**config.mk**
```make
export PLATFORM = sky130hd
export DESIGN_NAME = irq_select
export DESIGN_NICKNAME = d
export VERILOG_FILES = /design/src/rtl/irq_select_pkg.sv /design/src/rtl/irq_level_gate.sv /design/src/rtl/irq_mask_apply.sv /design/src/rtl/irq_lowest_pick.sv /design/src/rtl/irq_select.sv
export SDC_FILE = /design/constraint.sdc
export NUM_CORES = 1
export LEC_CHECK = 0
export BUFFER_PORTS_ARGS = -buffer_cell sky130_fd_sc_hd__buf_4
export CORE_UTILIZATION = 38
export DETAILED_ROUTE_END_ITERATION = 10
export HOLD_SLACK_MARGIN = 0.02
export PLACE_DENSITY = 0.73
export SYNTH_ARGS = -nofsm -noshare
export SYNTH_HDL_FRONTEND = slang
export SYNTH_SLANG_ARGS = --single-unit
```
**constraint.sdc**
```tcl
create_clock -name clk -period 1.9 [get_ports clk]
set_input_delay 0.285 -clock clk [delete_from_list [all_inputs] [get_ports clk]]
set_output_delay 0.285 -clock clk [all_outputs]
set_load 0.005 [all_outputs]
```
**src/rtl/irq_select_pkg.sv**
```systemverilog
// Shared types for the interrupt selector.
// Assumes a two-bit privilege code; the value 2 is reserved.
package irq_select_pkg;
    typedef enum logic [1:0] {
        PRIV_USER  = 2'd0,
        PRIV_SUPER = 2'd1,
        PRIV_RSVD  = 2'd2,
        PRIV_MACH  = 2'd3
    } priv_e;
endpackage

```
**src/rtl/irq_level_gate.sv**
```systemverilog
// Works out whether the machine and supervisor handling levels accept
// interrupts at the current privilege level.
// Assumes: the reserved privilege code is folded onto supervisor.
module irq_level_gate
    import irq_select_pkg::*;
(
    input  logic [1:0] cur_priv,
    input  logic       m_gie,
    input  logic       s_gie,
    output logic       m_open,
    output logic       s_open
);
    priv_e eff_priv;

    // Fold the reserved code onto supervisor.
    always_comb begin
        if (cur_priv == PRIV_RSVD) eff_priv = PRIV_SUPER;
        else                       eff_priv = priv_e'(cur_priv);
    end

    // Per-level global enable.
    always_comb begin
        m_open = (eff_priv != PRIV_MACH) || m_gie;
        case (eff_priv)
            PRIV_USER:  s_open = 1'b1;
            PRIV_SUPER: s_open = s_gie;
            default:    s_open = 1'b0;
        endcase
    end
endmodule

```
**src/rtl/irq_mask_apply.sv**
```systemverilog
// Keeps each enabled pending source only when the level that handles it
// (chosen by its delegation bit) is open.
// Assumes: all vectors share the same bit order.
module irq_mask_apply #(
    parameter int NUM_SRC = 16
) (
    input  logic [NUM_SRC-1:0] pend_vec,
    input  logic [NUM_SRC-1:0] en_vec,
    input  logic [NUM_SRC-1:0] deleg_vec,
    input  logic               m_open,
    input  logic               s_open,
    output logic [NUM_SRC-1:0] surv_vec
);
    logic [NUM_SRC-1:0] cand_vec;

    // Candidates, then per-target gating.
    always_comb begin
        cand_vec = pend_vec & en_vec;
        surv_vec = (cand_vec & ~deleg_vec & {NUM_SRC{m_open}})
                 | (cand_vec &  deleg_vec & {NUM_SRC{s_open}});
    end
endmodule

```
**src/rtl/irq_lowest_pick.sv**
```systemverilog
// Finds the lowest set bit of the survivor vector and reports its index.
// Assumes: NUM_SRC >= 2. The index is 0 when no bit is set.
module irq_lowest_pick #(
    parameter int NUM_SRC = 16,
    localparam int CW     = $clog2(NUM_SRC)
) (
    input  logic [NUM_SRC-1:0] surv_vec,
    output logic               any_hit,
    output logic [CW-1:0]      hit_idx
);
    // Scan from the top so that the lowest set bit is written last.
    always_comb begin
        hit_idx = '0;
        for (int i = NUM_SRC - 1; i >= 0; i--) begin
            if (surv_vec[i]) hit_idx = CW'(i);
        end
        any_hit = |surv_vec;
    end

    // the reported index points at a set bit.
    always_comb begin
        if (any_hit) a_idx_is_set_r6: assert (surv_vec[hit_idx]);
    end
endmodule

```
**src/rtl/irq_select.sv**
```systemverilog
// Top of the interrupt selector: level gating, per-source masking and a
// lowest-index pick, with an optional output register.
// Assumes: REG_OUT = 1 (the default) gives a one-cycle latency. REG_OUT = 0
// gives a purely combinational path, and clk and rst_n are then unused.
module irq_select #(
    parameter int NUM_SRC = 16,
    parameter bit REG_OUT = 1'b1,
    localparam int CW     = $clog2(NUM_SRC)
) (
    input  logic               clk,
    input  logic               rst_n,
    input  logic [NUM_SRC-1:0] pend_vec,
    input  logic [NUM_SRC-1:0] en_vec,
    input  logic [NUM_SRC-1:0] deleg_vec,
    input  logic [1:0]         cur_priv,
    input  logic               m_gie,
    input  logic               s_gie,
    output logic               take_irq,
    output logic [CW-1:0]      irq_cause
);
    logic               m_open;
    logic               s_open;
    logic [NUM_SRC-1:0] surv_vec;
    logic               any_hit;
    logic [CW-1:0]      hit_idx;

    irq_level_gate u_gate (
        .cur_priv (cur_priv),
        .m_gie    (m_gie),
        .s_gie    (s_gie),
        .m_open   (m_open),
        .s_open   (s_open)
    );

    irq_mask_apply #(.NUM_SRC(NUM_SRC)) u_mask (
        .pend_vec  (pend_vec),
        .en_vec    (en_vec),
        .deleg_vec (deleg_vec),
        .m_open    (m_open),
        .s_open    (s_open),
        .surv_vec  (surv_vec)
    );

    irq_lowest_pick #(.NUM_SRC(NUM_SRC)) u_pick (
        .surv_vec (surv_vec),
        .any_hit  (any_hit),
        .hit_idx  (hit_idx)
    );

    generate
        if (REG_OUT) begin : g_reg
            // Output register with synchronous clear.
            always_ff @(posedge clk) begin
                if (!rst_n) begin
                    take_irq  <= 1'b0;
                    irq_cause <= '0;
                end else begin
                    take_irq  <= any_hit;
                    irq_cause <= hit_idx;
                end
            end

            p_cause_idle_r7: assert property (@(posedge clk) disable iff (!rst_n)
                !take_irq |-> irq_cause == '0);
            p_m_closed_r2: assert property (@(posedge clk) disable iff (!rst_n)
                (cur_priv == 2'd3 && !m_gie) |=> !take_irq);
            p_no_cand_r1: assert property (@(posedge clk) disable iff (!rst_n)
                ((pend_vec & en_vec) == '0) |=> !take_irq);
            p_cause_was_cand_r6: assert property (@(posedge clk) disable iff (!rst_n)
                take_irq |-> ((($past(pend_vec & en_vec)) >> irq_cause) & NUM_SRC'(1)) != '0);
        end else begin : g_comb
            assign take_irq  = any_hit;
            assign irq_cause = hit_idx;
        end
    endgenerate
endmodule

```
==> results.py <==
metrics = {
    "status": {
        "status": "finished, final reports clean",
    },
    "power": {
        "ir_drop_uv": 342,
        "p_leak_nw": 0.720,
        "cellPowerDensity_nw_per_um2": 401,
    },
    "layout": {
        "multi_input_area_um2": 793,
        "drive_gt1_share_pct": 41.3,
        "final.fill_count": 201,
        "area.growth.synth_to_final_pct": 66.2,
        "regArea_um2": 100,
        "instances_no_fill": 241,
        "final_core_util_pct": 68.1,
        "final_nets": 271,
        "diodes": 0,
    },
    "cts": {
        "cts_tree": "done",
        "clockRootBuffer": "clkbuf_4",
        "numCtsBuffers": 3,
        "cts_hold_buffers": 0,
        "cts.sinks": 5,
        "h-tree-depth": 1,
        "clkSlewWorstSetupHoldPaths_ns": 0.05,
        "clockBufferDepth": 2,
    },
    "placed_design": {
        "port_buffers": 58,
        "pre_cts_ws_ns": -0.211,
        "place.gp.congestion": 0.864,
        "dp.final_hpwl_mm": 2.66,
        "place_inst": 236,
    },
    "global_routing": {
        "met3_usage_pct": 3.87,
        "grt_pass1_wl_mm": 5.10,
        "grt_max_degree": 10,
        "met1_usage_pct": 31.0,
        "antenna_found_initial": 0,
        "grt_pass1_vias": 1250,
        "busiest_layer": "met2",
        "grt_overflow": 0,
        "track_usage_pct": 24.7,
        "grt_use_met2_pct": 45.6,
    },
    "worst_setup_path": {
        "worstPathCellList": "buf_4 > inv_1 > ha_1 > a21oi_2 > nor2_2 > a22oi_2 > o211ai_1 > or3_4 > o21a_1",
        "start_kind": "primary input",
        "cp_top_family": "compound AO/OA/AOI/OAI gates",
        "path_buf_inv": 2,
        "cp_max_fo": 5,
        "cp.required_ns": 2.04,
        "cp-end-kind": "flip-flop",
        "cpMaxStageDelayCell": "or3_4",
        "slowest_delay_ns": 0.43,
        "arrival_ns": 1.97,
        "path_class": "primary input to flip-flop",
    },
    "synth": {
        "yosysTopAreaCell": "dfxtp_1",
        "synth_nets": 194,
        "synth_sequential_area_ratio_pct": 10.8,
        "netlist_area_um2": 925,
        "async_reset_ff_share_pct": 0,
        "ys_seq_elements": 5,
        "synthCells": 137,
        "synth_area_leaders": "dfxtp_1, a21oi_1, nand2_1, nand3_1, nor2_1",
        "ys.flop_type": "dfxtp_1",
        "syn_avg_cell_area_um2": 6.75,
        "synth_edf_count": 0,
        "yosysWarnings": 0,
        "yosys.area.top_type_share_pct": 10.8,
        "netlist-cell-type-count": 47,
    },
    "flow_run": {
        "maxCapViolCount": 0,
    },
    "min_path": {
        "min_from": "rst_n",
        "hold-path-cell-count": 2,
        "hold_end": "take_irq",
        "hp-class": "primary input to flip-flop",
    },
    "die": {
        "rows": 17,
        "ios": 59,
        "die_h_um": 51.3,
        "fp.dieW_um": 51.3,
        "initial_core_util_pct": 41.0,
        "dieArea_um2": 2630,
        "core_um2": 2250,
    },
    "timing": {
        "maxSlewHeadroom_pct": 75.8,
        "finalHoldViolations": 0,
        "finalMaxSlewViolations": 0,
        "timing.final.crit_period_ns": 1.83,
        "hold_slack_ns": 0.269,
        "fin_ws_ns": 0.0693,
        "setup_viol": 0,
        "tns_ns": 0,
        "fin_crit_sh_pct": 96.4,
        "max_freq_ghz": 0.546,
        "worst-slew-pin-transition_ns": 0.354,
    },
    "detailed_routing": {
        "drtIter0Drc": 32,
        "drc_errors": 0,
        "vias": 1365,
        "wl_per_cell_um": 13.2,
        "viasPerCell": 5.66,
        "drt-pass1-iter-count": 4,
        "wl_mm": 3.18,
        "ant_nets": 0,
    },
}
## repair_timing
item | CTS | global route
endpoints found under the setup margin | 0 | 2
resized for setup | 0 | 2
buffers inserted | 0 | 1
## placed cells by master (no fill, tap or decap), types with 3 or more instances in the layout
master    instances
a21oi_1          14
and3_1            3
buf_4            76
clkbuf_4          3
dfxtp_1           5
ha_1              3
inv_1             3
nand2_1          18
nand3_1          12
nor2_1           13
nor2b_1           3
o211ai_1          6
o21a_1            3
o21ai_0           5
o22ai_1           7
## metrics by stage
stage / power (mW) / instance area, um2
6_report: 0.616 / 1540
2_1_floorplan: 0.291 / 925
5_1_grt: 0.664 / 1540
3_3_place_gp: 0.473 / 1490
4_1_cts: 0.609 / 1520
3_5_place_dp: 0.482 / 1490
## cell usage after synthesis, types with 2 or more instances
| cell type | n |
|---|---|
| a21oi_1 | 15 |
| a22oi_1 | 2 |
| a31oi_1 | 2 |
| and3_1 | 3 |
| buf_2 | 2 |
| dfxtp_1 | 5 |
| ha_1 | 3 |
| inv_1 | 3 |
| nand2_1 | 18 |
| nand3_1 | 12 |
| nor2_1 | 13 |
| nor2b_1 | 3 |
| o2111ai_1 | 2 |
| o211ai_1 | 6 |
| o21a_1 | 3 |
| o21ai_0 | 5 |
| o22a_1 | 2 |
| o22ai_1 | 7 |
| o2bb2ai_1 | 2 |
| o32ai_1 | 2 |
## worst max path at each step
stage | start | endpoint | slack, ns | depth (start not counted)
global placement | cur_priv[0] | take_irq | -0.14 | 9
finish | cur_priv[0] | take_irq | 0.07 | 9
floorplan | cur_priv[0] | take_irq | 0.01 | 9
global route | cur_priv[0] | take_irq | -0.03 | 9
CTS | cur_priv[0] | take_irq | 0.05 | 9
detailed placement | cur_priv[0] | take_irq | -0.21 | 9
## flip-flops by register name (all words and copies together) (netlist names)
name       count
take_irq       1
irq_cause      4
## cell type report
type                            count  share of cell area, %
Multi-Input combinational cell    125                   51.6
Tap cell                           28                   2.28
Clock buffer                        4                   1.71
Sequential cell                     5                   6.51
Inverter                            3                  0.733
Timing Repair Buffer               76                   37.1
## routing by layer
metal  share of wire, %  wire length (um)
met1                 43              1360
met2                 49              1570
met5                  0                 0
met3                7.3               231
met4               0.57                18
## power by group
group	switching, mW	internal [mW]	total (mW)
logic	0.165	0.204	0.369
registers	0.00340	0.119	0.123
clock network	0.0449	0.0795	0.124
total	0.214	0.403	0.616
## kinds of logic after synthesis
logic type / share of synthesized area [%]
DFF: 10.8
buffers and inverters: 4.33
AOI/OAI and AO/OA: 46.6
and+or+nand+nor: 33.2
muxes: 1.08
adders and majority gates: 4.06
Note: power is estimated with default switching activity, not from simulation.
